===== src/rtl/tsp_pkg.sv =====
package tsp_pkg;
   localparam int REG_ADDR_W = 4;

   typedef enum logic [REG_ADDR_W-1:0] {
      A_CTRL    = 4'd0,
      A_PNORM   = 4'd1,
      A_PHOT    = 4'd2,
      A_THR_ALM = 4'd3,
      A_THR_SHT = 4'd4,
      A_DEB_ALM = 4'd5,
      A_DEB_SHT = 4'd6,
      A_IEN     = 4'd7,
      A_PEND    = 4'd8,
      A_DATA    = 4'd9
   } reg_addr_t;

   localparam int CTRL_AUTO_BIT = 0;
   localparam int CTRL_CH_BIT   = 5;
   localparam int CTRL_MAN_BIT  = 8;
   localparam int CTRL_BUSY_BIT = 16;
   localparam int FLAG_ALM_BIT  = 1;
   localparam int FLAG_SHT_BIT  = 5;

   // comparator channel index: 0 = alarm, 1 = shutdown
   localparam int N_CMP = 2;

   typedef enum logic {SCH_IDLE, SCH_WAIT} sch_state_t;
endpackage


===== src/rtl/tsp_debounce.sv =====
module tsp_debounce #(
   parameter int DEB_W = 8
) (
   input  logic             clk,
   input  logic             rst_n,
   input  logic             smp_vld,
   input  logic             hot,
   input  logic [DEB_W-1:0] lim,
   output logic             fire
);
   logic [DEB_W-1:0] cnt;
   logic [DEB_W-1:0] lim_eff;

   assign lim_eff = (lim == '0) ? DEB_W'(1) : lim;
   assign fire    = smp_vld && hot && (cnt < lim_eff) && ((cnt + DEB_W'(1)) == lim_eff);

   always_ff @(posedge clk or negedge rst_n) begin
      if (!rst_n) begin
         cnt <= '0;
      end else if (smp_vld) begin
         if (!hot)
            cnt <= '0;
         else if (cnt < lim_eff)
            cnt <= cnt + DEB_W'(1);
      end
   end


   cold_clears_chk: assert property (@(posedge clk) disable iff (!rst_n)
      smp_vld && !hot |=> cnt == '0);

   fire_saturates_chk: assert property (@(posedge clk) disable iff (!rst_n)
      fire |=> cnt == $past(lim_eff));
endmodule


===== src/rtl/tsp_sched.sv =====
module tsp_sched import tsp_pkg::*; #(
   parameter int PER_W = 16
) (
   input  logic             clk,
   input  logic             rst_n,
   input  logic             run,
   input  logic             man_go,
   input  logic [PER_W-1:0] per_norm,
   input  logic [PER_W-1:0] per_hot,
   input  logic             hot_smp,
   input  logic             sns_done,
   output logic             sns_start,
   output logic             busy,
   output logic             smp_vld
);
   sch_state_t       state;
   logic [PER_W-1:0] timer;
   logic             hot_q;
   logic [PER_W-1:0] per_sel;
   logic [PER_W-1:0] per_last;
   logic             auto_fire;

   assign per_sel   = hot_q ? per_hot : per_norm;
   assign per_last  = (per_sel == '0) ? '0 : per_sel - PER_W'(1);
   assign auto_fire = run && (timer >= per_last);
   assign sns_start = (state == SCH_IDLE) && (auto_fire || man_go);
   assign busy      = (state == SCH_WAIT);
   assign smp_vld   = busy && sns_done;

   always_ff @(posedge clk or negedge rst_n) begin
      if (!rst_n) begin
         state <= SCH_IDLE;
         timer <= '0;
         hot_q <= 1'b0;
      end else begin
         unique case (state)
            SCH_IDLE: begin
               if (sns_start) begin
                  state <= SCH_WAIT;
                  timer <= '0;
               end else if (run) begin
                  timer <= timer + PER_W'(1);
               end else begin
                  timer <= '0;
               end
            end
            SCH_WAIT: begin
               if (sns_done) begin
                  state <= SCH_IDLE;
                  timer <= '0;
                  hot_q <= hot_smp;
               end
            end
            default: state <= SCH_IDLE;
         endcase
      end
   end


   start_busy_chk: assert property (@(posedge clk) disable iff (!rst_n)
      sns_start |=> busy);

   busy_hold_chk: assert property (@(posedge clk) disable iff (!rst_n)
      busy && !sns_done |=> busy);
endmodule


===== src/rtl/tsp_regs.sv =====
module tsp_regs import tsp_pkg::*; #(
   parameter int DATA_W       = 32,
   parameter int CODE_W       = 12,
   parameter int PER_W        = 16,
   parameter int DEB_W        = 8,
   parameter int PER_NORM_RST = 1000,
   parameter int PER_HOT_RST  = 100,
   parameter int ALM_DEB_RST  = 10,
   parameter int SHT_DEB_RST  = 10,
   parameter int ALM_THR_RST  = 3550,
   parameter int SHT_THR_RST  = 3437
) (
   input  logic                         clk,
   input  logic                         rst_n,
   input  logic                         we,
   input  logic [REG_ADDR_W-1:0]        addr,
   input  logic [DATA_W-1:0]            wdata,
   output logic [DATA_W-1:0]            rdata,
   input  logic                         busy,
   input  logic                         smp_vld,
   input  logic [CODE_W-1:0]            smp_code,
   input  logic [N_CMP-1:0]             fire,
   output logic                         run,
   output logic                         man_go,
   output logic [PER_W-1:0]             per_norm,
   output logic [PER_W-1:0]             per_hot,
   output logic [N_CMP-1:0][CODE_W-1:0] thr,
   output logic [N_CMP-1:0][DEB_W-1:0]  deb,
   output logic [N_CMP-1:0]             ien,
   output logic [N_CMP-1:0]             pend
);
   localparam int FLAG_POS [N_CMP] = '{FLAG_ALM_BIT, FLAG_SHT_BIT};

   logic              auto_q;
   logic              ch_q;
   logic [CODE_W-1:0] data_q;

   assign run    = auto_q && ch_q;
   assign man_go = we && (addr == A_CTRL) && wdata[CTRL_MAN_BIT] && !auto_q;

   always_ff @(posedge clk or negedge rst_n) begin
      if (!rst_n) begin
         auto_q   <= 1'b0;
         ch_q     <= 1'b0;
         per_norm <= PER_W'(PER_NORM_RST);
         per_hot  <= PER_W'(PER_HOT_RST);
         thr[0]   <= CODE_W'(ALM_THR_RST);
         thr[1]   <= CODE_W'(SHT_THR_RST);
         deb[0]   <= DEB_W'(ALM_DEB_RST);
         deb[1]   <= DEB_W'(SHT_DEB_RST);
         ien      <= '0;
      end else if (we) begin
         case (addr)
            A_CTRL: begin
               auto_q <= wdata[CTRL_AUTO_BIT];
               ch_q   <= wdata[CTRL_CH_BIT];
            end
            A_PNORM:   per_norm <= wdata[PER_W-1:0];
            A_PHOT:    per_hot  <= wdata[PER_W-1:0];
            A_THR_ALM: thr[0]   <= wdata[CODE_W-1:0];
            A_THR_SHT: thr[1]   <= wdata[CODE_W-1:0];
            A_DEB_ALM: deb[0]   <= wdata[DEB_W-1:0];
            A_DEB_SHT: deb[1]   <= wdata[DEB_W-1:0];
            A_IEN: begin
               ien[0] <= wdata[FLAG_ALM_BIT];
               ien[1] <= wdata[FLAG_SHT_BIT];
            end
            default: ;
         endcase
      end
   end

   always_ff @(posedge clk or negedge rst_n) begin
      if (!rst_n)
         data_q <= '0;
      else if (smp_vld)
         data_q <= smp_code;
   end

   for (genvar i = 0; i < N_CMP; i++) begin : g_pend
      logic p_q;
      always_ff @(posedge clk or negedge rst_n) begin
         if (!rst_n)
            p_q <= 1'b0;
         else if (fire[i])
            p_q <= 1'b1;
         else if (we && (addr == A_PEND) && wdata[FLAG_POS[i]])
            p_q <= 1'b0;
      end
      assign pend[i] = p_q;


      fire_sets_pend_chk: assert property (@(posedge clk) disable iff (!rst_n)
         fire[i] |=> pend[i]);
   end

   always_comb begin
      rdata = '0;
      case (addr)
         A_CTRL: begin
            rdata[CTRL_AUTO_BIT] = auto_q;
            rdata[CTRL_CH_BIT]   = ch_q;
            rdata[CTRL_BUSY_BIT] = busy;
         end
         A_PNORM:   rdata[PER_W-1:0]  = per_norm;
         A_PHOT:    rdata[PER_W-1:0]  = per_hot;
         A_THR_ALM: rdata[CODE_W-1:0] = thr[0];
         A_THR_SHT: rdata[CODE_W-1:0] = thr[1];
         A_DEB_ALM: rdata[DEB_W-1:0]  = deb[0];
         A_DEB_SHT: rdata[DEB_W-1:0]  = deb[1];
         A_IEN: begin
            rdata[FLAG_ALM_BIT] = ien[0];
            rdata[FLAG_SHT_BIT] = ien[1];
         end
         A_PEND: begin
            rdata[FLAG_ALM_BIT] = pend[0];
            rdata[FLAG_SHT_BIT] = pend[1];
         end
         A_DATA:    rdata[CODE_W-1:0] = data_q;
         default:   rdata = '0;
      endcase
   end
endmodule


===== src/rtl/tsense_poll_ctrl.sv =====
module tsense_poll_ctrl import tsp_pkg::*; #(
   parameter int DATA_W       = 32,
   parameter int CODE_W       = 12,
   parameter int PER_W        = 16,
   parameter int DEB_W        = 8,
   parameter int PER_NORM_RST = 1000,
   parameter int PER_HOT_RST  = 100,
   parameter int ALM_DEB_RST  = 10,
   parameter int SHT_DEB_RST  = 10,
   parameter int ALM_THR_RST  = 3550,
   parameter int SHT_THR_RST  = 3437
) (
   input  logic                  clk,
   input  logic                  rst_n,
   input  logic                  reg_we,
   input  logic [REG_ADDR_W-1:0] reg_addr,
   input  logic [DATA_W-1:0]     reg_wdata,
   output logic [DATA_W-1:0]     reg_rdata,
   output logic                  sns_start,
   input  logic                  sns_done,
   input  logic [CODE_W-1:0]     sns_code,
   output logic                  irq,
   output logic                  ovt_rst,
   output logic                  ovt_pin
);
   if (DATA_W <= CTRL_BUSY_BIT) begin : g_bad_data_w
      $error("DATA_W must hold the busy flag");
   end
   if (CODE_W > DATA_W || PER_W > DATA_W || DEB_W > DATA_W) begin : g_bad_field_w
      $error("register fields must fit DATA_W");
   end
   if (PER_NORM_RST >= (1 << PER_W) || PER_HOT_RST >= (1 << PER_W)) begin : g_bad_per
      $error("period reset values exceed PER_W");
   end

   logic                         run;
   logic                         man_go;
   logic                         busy;
   logic                         smp_vld;
   logic [PER_W-1:0]             per_norm;
   logic [PER_W-1:0]             per_hot;
   logic [N_CMP-1:0][CODE_W-1:0] thr;
   logic [N_CMP-1:0][DEB_W-1:0]  deb;
   logic [N_CMP-1:0]             ien;
   logic [N_CMP-1:0]             pend;
   logic [N_CMP-1:0]             hot;
   logic [N_CMP-1:0]             fire;

   tsp_regs #(
      .DATA_W(DATA_W), .CODE_W(CODE_W), .PER_W(PER_W), .DEB_W(DEB_W),
      .PER_NORM_RST(PER_NORM_RST), .PER_HOT_RST(PER_HOT_RST),
      .ALM_DEB_RST(ALM_DEB_RST), .SHT_DEB_RST(SHT_DEB_RST),
      .ALM_THR_RST(ALM_THR_RST), .SHT_THR_RST(SHT_THR_RST)
   ) u_regs (
      .clk(clk), .rst_n(rst_n), .we(reg_we), .addr(reg_addr), .wdata(reg_wdata),
      .rdata(reg_rdata), .busy(busy), .smp_vld(smp_vld), .smp_code(sns_code),
      .fire(fire), .run(run), .man_go(man_go), .per_norm(per_norm),
      .per_hot(per_hot), .thr(thr), .deb(deb), .ien(ien), .pend(pend)
   );

   tsp_sched #(.PER_W(PER_W)) u_sched (
      .clk(clk), .rst_n(rst_n), .run(run), .man_go(man_go),
      .per_norm(per_norm), .per_hot(per_hot), .hot_smp(hot[0]),
      .sns_done(sns_done), .sns_start(sns_start), .busy(busy), .smp_vld(smp_vld)
   );

   for (genvar i = 0; i < N_CMP; i++) begin : g_cmp
      // lower code means hotter die
      assign hot[i] = (sns_code <= thr[i]);
      tsp_debounce #(.DEB_W(DEB_W)) u_deb (
         .clk(clk), .rst_n(rst_n), .smp_vld(smp_vld), .hot(hot[i]),
         .lim(deb[i]), .fire(fire[i])
      );
   end

   assign irq     = |(pend & ien);
   assign ovt_rst = pend[1];
   assign ovt_pin = pend[1] && ien[1];


   pin_implies_rst_chk: assert property (@(posedge clk) disable iff (!rst_n)
      ovt_pin |-> ovt_rst);
endmodule


===== config.mk =====
export PLATFORM = sky130hd
export DESIGN_NAME = tsense_poll_ctrl
export DESIGN_NICKNAME = d
export VERILOG_FILES = /design/src/rtl/tsp_pkg.sv /design/src/rtl/tsp_debounce.sv /design/src/rtl/tsp_sched.sv /design/src/rtl/tsp_regs.sv /design/src/rtl/tsense_poll_ctrl.sv
export SDC_FILE = /design/constraint.sdc
export NUM_CORES = 1
export LEC_CHECK = 0
export ABC_AREA = 1
export BUFFER_PORTS_ARGS = -buffer_cell sky130_fd_sc_hd__buf_4
export CAP_MARGIN = 20
export CELL_PAD_IN_SITES_DETAIL_PLACEMENT = 2
export CELL_PAD_IN_SITES_GLOBAL_PLACEMENT = 2
export CORE_MARGIN = 10
export CORE_UTILIZATION = 34
export DETAILED_ROUTE_END_ITERATION = 16
export PLACE_DENSITY = 0.89
export RECOVER_POWER = 100
export SKIP_LAST_GASP = 1
export SYNTH_ARGS = -nofsm -noshare
export SYNTH_HDL_FRONTEND = slang
export SYNTH_HIERARCHICAL = 1
export SYNTH_SLANG_ARGS = --single-unit

===== constraint.sdc =====
create_clock -name clk -period 4 [get_ports clk]
set_clock_uncertainty 0.15 [all_clocks]
set_input_delay 0.2 -clock clk [delete_from_list [all_inputs] [get_ports clk]]
set_output_delay 0.2 -clock clk [all_outputs]
set_load 0.03 [all_outputs]

* After elaboration in Yosys (flattened, before gate mapping)
Index checks and enable logic that the tools add are counted.
** Storage, ports and cells
- Flip-flop bits (word level) :: 124
- Input port bits :: 52
- Logic and storage cells :: 106
** Cells by class
- $add $sub $neg :: 4
- Order comparisons :: 5
- Equal/unequal tests :: 14
- Mux-type cells :: 27
- Bitwise logic cells :: 2
- Reduce and logical (&&, ||, !) cells :: 37
** Operators with widths (count)
- 16-bit two-way mux :: 5
- 8-bit two-way mux :: 6
- 16-bit one-hot mux with 2 select lines :: 1
- 12-bit <= comparator :: 2
- 2-bit AND reduction :: 11
- 3-bit one-hot mux with 7 select lines :: 1
- 4-bit one-hot mux with 5 select lines :: 1
- 1-bit logical AND :: 17
- 16-bit by 1-bit adder with 16-bit output, second input constant :: 1
- 8-bit by 1-bit adder with 8-bit output, second input constant :: 2
- 4-bit by 3-bit == test with 1-bit output, second input constant :: 4
- 8-bit == test :: 2
- 16-bit greater-or-equal comparator :: 1
- 16-bit zero test :: 1
- 8-bit zero test :: 2
- 8-bit < comparator :: 2
- 16-bit by 1-bit subtractor with 16-bit output, second input constant :: 1
- 2-bit one-hot mux with 7 select lines :: 1
- 1-bit one-hot mux with 10 select lines :: 1
- 1-bit one-hot mux with 9 select lines :: 1
- 4-bit by 2-bit == test with 1-bit output, second input constant :: 2
- 4-bit == test, second input constant :: 2
- 1-bit one-hot mux with 8 select lines :: 1
- 4-bit one-hot mux with 2 select lines :: 1
- other kinds (11) :: 20

* Logic depth before layout (Yosys ltp)
Gate-level depths: netlist of run 1.
- Depth after elaboration :: 9
- Depth in mapped cells :: 24

* Modules after synthesis
Netlist of run 1, hierarchy kept.
** Modules (own cells, without submodules)
- tsp_regs :: instances 1, cells an instance 520, area an instance 4294.1 µm², seq. area each 2289.7 µm²
- tsp_sched :: instances 1, cells an instance 349, area an instance 2247.2 µm², seq. area each 450.4 µm²
- tsp_debounce :: instances 2, cells an instance 130, area an instance 808.3 µm², seq. area each 200.2 µm²
- tsense_poll_ctrl :: instances 1, cells an instance 119, area an instance 729.4 µm², seq. area each 0.0 µm²

* Worst setup path before layout of run 1
Ideal clock, no wire load.
- Path type :: flip-flop to output port
- From :: register u_sched.hot_q
- To :: output sns_start
- Data arrival time :: 2.541 ns
- Data required time :: 3.650 ns
- Path slack :: 1.109 ns
- Cell stages (with the launch flop) :: 22
- Path buffers :: 1
- Cell sequence :: dfrtp_1 > buf_4 > o21ai_2 > ha_1 > inv_1 > nor2_2 > nand2_1 > xor2_1 > nand2_1 > ha_1 > nand2_1 > inv_1 > nand2_1 > nor2_1 > nor2_1 > nand2_1 > nand2_1 > nand2_1 > nand2_1 > nand2_1 > nand2_1 > inv_1
** Between the ends
- Longest elaborated chain between the ends :: 7
** Ends and longest elaborated chain
- start: declaration :: line tsp_sched.sv:18 : logic hot_q;
- start signal: assignment :: line tsp_sched.sv:51 : hot_q <= hot_smp;
- 16-bit two-way mux * :: line tsp_sched.sv:23 : assign per_sel = hot_q ? per_hot : per_norm;
- 16-bit by 1-bit subtractor with 16-bit output or 16-bit zero test (tied branches) :: line tsp_sched.sv:24 : assign per_last = (per_sel == '0) ? '0 : per_sel - PER_W'(1);
- 16-bit two-way mux * :: line tsp_sched.sv:24
- 16-bit greater-or-equal comparator * :: line tsp_sched.sv:25 : assign auto_fire = run && (timer >= per_last);
- 1-bit logical AND * :: line tsp_sched.sv:25
- 1-bit logical OR * :: line tsp_sched.sv:26 : assign sns_start = (state == SCH_IDLE) && (auto_fire || man_go);
- 1-bit logical AND * :: line tsp_sched.sv:26
- end: declaration :: line tsense_poll_ctrl.sv:19 : output logic sns_start,
Every way passes the cells marked *; elsewhere a longest branch is shown, timed or not.

* Worst setup path after layout of run 1
Ends and elaborated chain as after synthesis.

==> impl_results.md, run 1 <==
* WL per Instance at 28.7 um
* Post-synth top area cell: dfrtp_1
* Worst r2r dst: u_sched/timer[5]$_DFFE_PN0P_
* Layout cells sized above 1 at 16.8%
* I/O pins at 88
* Final Cell Area at 10800 sq um
* Root Driver: clkbuf_16
* Worst setup startpoint: u_sched/hot_q$_DFFE_PN0P_
* Die area at 33000 sq um
* DP HPWL at 24200 um
* Area of the multi-input gates at 5130 sq um
* Synth area leaders: dfrtp_1 (26%), nand2_1 (18%), dfstp_2 (8.9%)
* Later-pin clock latency in the skew report at 0.47 ns
* Failing checks: max-capacitance violations, max-slew violations, negative setup slack
* DR iter-0 viols at between 1000 and 1500
* Slew @ Worst Pin at 2.85 ns
* Ys async rst share at 100%
* Tmin final at 4.34 ns
* Routed met1 length at 18600 um
* Post-synth EDFFs at 0
* Maximum clock path buffer count at 2
* Sequential share of the synthesized area at 35.3%
* Hold path cells at 3
* Via count at approximately 10000
* Largest net degree at the start of global routing at 78
* Flops & latches, synth at 124
* Drt pass-1 iters at 6
* Initial antenna violation count at 2
* Gpl congestion at between 0.8 and 0.9
* Core area at between 20000 and 30000 sq um
* Slew HR at -89.9%
* Slew Viols, Final at 64
* Antenna Violating Nets Remaining at 0
* Arrival @ worst endpoint at 3.99 ns
* Synthesis-to-finish area growth at 21.7%
* CTS tree: yes
* Die Y at 182 um
* DRC violations left at 0
* Worst Hold Class: input port to register
* Highest routed layer: met4
* Main flop type after synthesis: dfrtp_1
* Port buffer count at between 50 and 60
* CP Max Fanout at 8
* DR vias/cell at between 5 and 6
* Layout filler cell count at about 3000
* Status: complete, but fails checks
* First-pass GRT wire length at 64800 um
* Critical Path Sink Type: primary output
* VDD IR max at 0.297 mV
* Critical Path End: sns_start
* Syn_area_per_cell at between 7 and 8 sq um
* Number of global-route vias before repair at 10600
* Cell Area, Placed at 9580 sq um
* WL final at slightly below 50000 um
* Most frequent cells after synthesis: nand2_1 (427), inv_1 (159), dfrtp_1 (94)
* Starting Density at about 34%
* Max-cap viol count at 2
* Tot Pwr at 0.00594 W
* Crit path kind: register to primary output
* Setup violators final at 1
* Register area at between 3000 and 4000 sq um
* Die span in x at 182 um
* Final-stage net count at about 1500
* Global-route usage over all layers at 24.9%
* Worst r2r src: u_sched/hot_q$_DFFE_PN0P_
* Mapped cell area at 8890 sq um
* P_leak at about 5.6 nW
* Crit path required time at 3.65 ns
* Clock sink count at 124
* Final core utilization at between 40% and 50%
* Routed met3 length at 2830 um
* Grt ovf at 0
* Syn Inst Count at 1248
* Hold Fails Final Rpt at 0
* Row count at 59
* Fin crit share at 109%
* CTS buffer count at 17
* Flop-to-flop setup slack at 0.18 ns
* Yosys cell types at 47
* Most frequent cell after synthesis: nand2_1
* Pwr/cell area at 549 nW/um^2
* Clock transition at path regs at 0.08 ns
* YS warnings at 6
* Routed wl met2 at 24100 um
* FMAX at 230 MHz
* Crit start category: register
* Synth top area share at a little over a quarter
* H-Tree Depth at 4
* Worst R2R Path Depth at 23
* Final WS setup at -0.342 ns
## layout by cell type (no fill, tap or decap), drive strengths merged
cell type	instances
a21o	4
a21oi	19
a22o	4
a31o	2
a41oi	1
and2	4
and3	4
buf	59
bufinv	3
clkbuf	44
clkinv	7
clkinvlp	1
conb	15
dfrtp	94
dfstp	30
diode	2
dlygate4sd3	22
ha	61
inv	176
mux2	4
nand2	442
nand3	82
nand3b	3
nand4	30
nor2	90
nor3	6
nor3b	2
o21a	3
o21ai	119
o21bai	7
or2	8
xnor2	2
xor2	10
## critical path, cell delays in order, from the launching register on
cell,delay [ns]
dfrtp_2,0.60
clkinv_4,0.18
nand2_1,0.11
o21ai_1,0.09
inv_1,0.15
nand2_4,0.10
nor2_4,0.19
buf_4,0.16
nand4_4,0.20
buf_6,0.18
nand2_1,0.16
ha_4,0.25
nand2_1,0.10
nand2_1,0.07
nand2_1,0.09
nand2_1,0.09
nand2_1,0.11
nand2_1,0.07
nand2_1,0.08
nand2_2,0.07
nand2_2,0.08
nand2_2,0.08
nand2_2,0.11
inv_1,0.04
buf_4,0.16
## where the power goes
group          switching, W  internal, W
Combinational       0.00158     0.000752
Sequential         0.000304      0.00151
Clock              0.000783      0.00101
Total               0.00266      0.00328
## layer usage
metal  vias up  track usage (%)
met1      5138             29.1
met4         0             12.2
met2       539             42.8
met3       212             4.59
met5         -                0
li1       4151                -
## final cells by class
cell class	count	share of cell area, %
inverter	172	6.09
timing repair inverter	1	0.0579
clock buffer	18	4.06
antenna	2	0.0463
timing repair buffer	107	7.64
sequential	124	29.1
clock inverter	14	1.68
tap	335	3.88
multi-input combinational	922	47.5
## flip-flops by register name (all words and copies together), names as in the netlist, 2 cells and up
signal             flops
u_regs/data_q         12
u_sched/timer         16
u_regs/per_norm       16
u_regs/deb            16
u_regs/thr            24
u_regs/g_pend.p_q      2
u_regs/ien             2
u_regs/per_hot        16
g_cmp.u_deb/cnt       16
## worst min path at each step
stage                  from                           endpoint  slack (ns)
2_1_floorplan         rst_n  g_cmp[0].u_deb/cnt[0]$_DFFE_PN0P_       -0.25
3_3_place_gp          rst_n  g_cmp[0].u_deb/cnt[3]$_DFFE_PN0P_        0.11
3_5_place_dp          rst_n  g_cmp[0].u_deb/cnt[0]$_DFFE_PN0P_        0.12
4_1_cts        reg_wdata[7]          u_regs/thr[7]$_DFFE_PN1P_       0.003
5_1_grt        reg_wdata[3]          u_regs/deb[3]$_DFFE_PN1P_        0.05
6_report       reg_wdata[3]          u_regs/deb[3]$_DFFE_PN1P_        0.03
## logic make-up after synthesis
logic type	synth area share [%]
AO/OA/AOI/OAI	10.2
XOR/XNOR	1.18
adder cells (fa/ha/maj)	8.59
buffers and inverters	10.4
flip-flops	35.3
multiplexers	0.507
other	0.0422
AND/OR/NAND/NOR	33.8
## repair_timing
action	4_1_cts	5_1_grt
hold endpoints to repair	59	0
gates resized for setup	9	71
pin swaps	0	16
hold buffers	22	0
gates cloned	0	2
setup endpoints to repair	1	1
setup buffers	1	18
## through the flow
| stage | setup TNS [ns] | worst slack (ns) | cells | hold WS, ns |
|---|---|---|---|---|
| 2_1_floorplan | 0 | 1.11 | 1262 | -0.246 |
| 3_3_place_gp | 0 | 0.538 | 1616 | 0.108 |
| 3_5_place_dp | 0 | 0.286 | 1617 | 0.122 |
| 4_1_cts | 0 | 0.00441 | 1672 | 0.00284 |
| 5_1_grt | -0.449 | -0.449 | 1695 | 0.0500 |
| 6_report | -0.342 | -0.342 | 1695 | 0.0254 |
Note: power is estimated with default switching activity, not from simulation.
==> run 2: changes to the inputs <==
--- a/config.mk
+++ b/config.mk
@@ -14,7 +14,7 @@
 export CORE_UTILIZATION = 34
 export DETAILED_ROUTE_END_ITERATION = 16
 export PLACE_DENSITY = 0.89
-export RECOVER_POWER = 100
+export RECOVER_POWER = 50
 export SKIP_LAST_GASP = 1
 export SYNTH_ARGS = -nofsm -noshare
 export SYNTH_HDL_FRONTEND = slang
==> run 2 against run 1 <==
The run still ends with max-capacitance violations, max-slew violations, negative setup slack left; routed wire length rose by 0.23%; count of clock-buffer cells in the layout is the same; via count up 0.33%; sequential share of layout area down 0.27 points; global-route usage unchanged; combinational power is essentially flat; total power rose by 0.45%; core utilization grew 0.39 points.
==> impl_results.md, run 2 (same netlist as run 1, synthesis figures left out) <==
* H-Tree Depth at 4 (unchanged)
* Pwr/cell area at 547 nW/um^2 (-0.47%)
* Crit path required time at 3.65 ns (about the same)
* Maximum clock path buffer count at 2 (unchanged)
* Root Driver: clkbuf_16
* Die Y at 182 um (unchanged)
* Crit path cell chain: clkinv_4 > nand2_1 > o21ai_1 > inv_1 > nand2_4 > nor2_4 > buf_4 > nand4_4 > buf_6 > nand2_1 > ha_4 > nand2_1 > nand2_1 > nand2_1 > nand2_1 > nand2_1 > nand2_1 > nand2_1 > nand2_2 > nand2_2 > nand2_2 > nand2_2 > inv_1 > buf_4
* CP Buf/Inv Count at 6 (unchanged)
* CP top delay family: simple AND/OR/NAND/NOR gates
* Place WS at 0.286 ns (unchanged)
* Worst hold slack at 0.0261 ns (+0.000765 ns)
* Slew Viols, Final at 48 (-25%)
* Top reg by flops: u_regs/thr
* FMAX at 230 MHz (about the same)
* Slowest CP cell: dfrtp_2
* Global-route usage over all layers at 24.9% (unchanged)
* Antenna Violating Nets Remaining at 0 (unchanged)
* WL per Instance at 28.8 um (+0.23%)
* Most frequent cells in the layout: nand2_1 (409), inv_1 (157), dfrtp_1 (93), nor2_1 (73), nand3_1 (73)
* DRC violations left at 0 (unchanged)
* WL final at 48800 um (+0.23%)
* Starting Density at 34.3% (unchanged)
* Grt ovf at 0 (unchanged)
* DR vias/cell at 5.94 (+0.33%)
* Layout filler cell count at 2950 (-0.97%)
* Clock sink count at 124 (unchanged)
* P_leak at 5.67 nW (+1.6%)
* Die area at 33000 sq um (unchanged)
* Worst Hold Class: input port to register
* VDD IR max at 0.298 mV (+0.28%)
* Largest net degree at the start of global routing at 78 (unchanged)
* DP HPWL at 24200 um (unchanged)
* Commonest non-fill, non-tap cell in the layout: nand2_1
* CTS buffer count at 17 (unchanged)
* Max FFs per register at 24 (unchanged)
* Die span in x at 182 um (unchanged)
* Layout cells sized above 1 at 19.1% (+2.3 points)
* Tmin final at 4.34 ns (-0.0000360 ns)
* DR iter-0 viols at 1095 (+5.0%)
* Status: complete, but fails checks
* Flop-to-flop setup slack at 0.17 ns (about the same)
* Later-pin clock latency in the skew report at 0.47 ns (about the same)
* Arrival @ worst endpoint at 3.99 ns (about the same)
* Critical Path Most Common Cell: nand2_1
* Port buffer count at 56 (unchanged)
* Critical Path Sink Type: primary output
* Fin crit share at 109% (about the same)
* Final-stage net count at 1458 (unchanged)
* Max-cap viol count at 1 (-1)
* Drt pass-1 iters at 7 (+1)
* Clock transition at path regs at 0.08 ns (about the same)
* Row count at 59 (unchanged)
* Failing checks: max-capacitance violations, max-slew violations, negative setup slack
* Peak per-stage delay on the critical path at 0.58 ns (-0.02 ns)
* Crit start category: register
* Crit path kind: register to primary output
* CTS tree: yes
* I/O pins at 88 (unchanged)
* Number of global-route vias before repair at 10600 (unchanged)
* Slew @ Worst Pin at 2.76 ns (-0.0889 ns)
* CP Max Fanout at 8 (unchanged)
* Synthesis-to-finish area growth at 22.8%
* Core area at 25900 sq um (unchanged)
* Hold Fails Final Rpt at 0 (unchanged)
* Initial antenna violation count at 2 (unchanged)
* Gpl congestion at 0.810 (unchanged)
* Via count at 10100 (+0.33%)
* Final WS setup at -0.342 ns (+0.0000360 ns)
* First-pass GRT wire length at 64800 um (unchanged)
* Slew HR at -83.9% (+5.9 points)
* Setup violators final at 1 (unchanged)
[run 2: cell types whose count changed in the layout (fill, tap and decap cells not counted), moves of 2 or more]
cell      before  now
dfstp_1        2    0
dfstp_2       28   30
clkbuf_1      25    5
inv_2         10   12
nand2_2       23   27
o21ai_0       92   72
nand2_1      413  409
nor2_1        75   73
o21ai_1       14   34
buf_4         52   72
[run 2: what timing repair did]
action	in CTS	in global routing
hold buffers	22	0
setup buffers	1	18
resized for setup	9	71
endpoints found under the setup margin	1	1
endpoints found under the hold margin	59	0
cloned	0	2
pin swaps	0	16
[run 2: final cells by class]
cell class | instances | area, sq um | area share, %
Timing Repair inverter | 1 | 6.26 | 0.0573
Multi-Input combinational cell | 922 | 5160 | 47.3
Clock buffer | 18 | 439 | 4.02
Tap cell | 335 | 419 | 3.84
Clock inverter | 14 | 181 | 1.66
Timing Repair Buffer | 107 | 901 | 8.26
Antenna cell | 2 | 5.00 | 0.0459
Sequential cell | 124 | 3140 | 28.8
Inverter | 172 | 658 | 6.03
[run 2: through the flow]
step / TNS [ns] / total power [W] / area (sq um) / cells / util [%]
2_1_floorplan: 0 / 0.00280 / 8940 / 1262 / -
3_3_place_gp: 0 / 0.00315 / 9570 / 1616 / 36.9
3_5_place_dp: 0 / 0.00331 / 9580 / 1617 / 37.0
4_1_cts: 0 / 0.00528 / 10500 / 1672 / 40.3
5_1_grt: -0.449 / 0.00615 / 10900 / 1695 / 42.1
6_report: -0.342 / 0.00597 / 10900 / 1695 / 42.1
[run 2: worst paths after layout]
check,from,endpoint,cells after the start
worst max-delay path,u_sched/hot_q$_DFFE_PN0P_,sns_start,24
worst min-delay path,reg_wdata[3],u_regs/deb[3]$_DFFE_PN1P_,3
worst max register to register,u_sched/hot_q$_DFFE_PN0P_,u_sched/timer[5]$_DFFE_PN0P_,23
worst min register to register,u_regs/deb[9]$_DFFE_PN1P_,u_regs/deb[9]$_DFFE_PN1P_,2
max in group asynchronous,rst_n,u_regs/data_q[11]$_DFFE_PN0P_,2
min in group asynchronous,rst_n,g_cmp[0].u_deb/cnt[3]$_DFFE_PN0P_,2
[run 2: metal layers]
metal,vias up,GRT usage (%),part of all wire [%]
li1,4149,-,-
met1,5131,29.1,38
met2,587,42.8,49
met3,206,4.59,6.0
met4,0,12.2,6.4
met5,-,0,0
[run 2: worst register-to-register path: cells and delay by family (launching register included)]
kind / cells / cell delay (ns)
buf+inv: 5 / 0.89
simple gates: 16 / 1.80
compound gates: 1 / 0.09
fa+ha+maj: 1 / 0.25
flops: 1 / 0.58
[run 2: where the power goes]
| group | internal (W) | switching [W] |
|---|---|---|
| logic | 0.000770 | 0.00158 |
| registers | 0.00151 | 0.000301 |
| clock network | 0.00101 | 0.000784 |
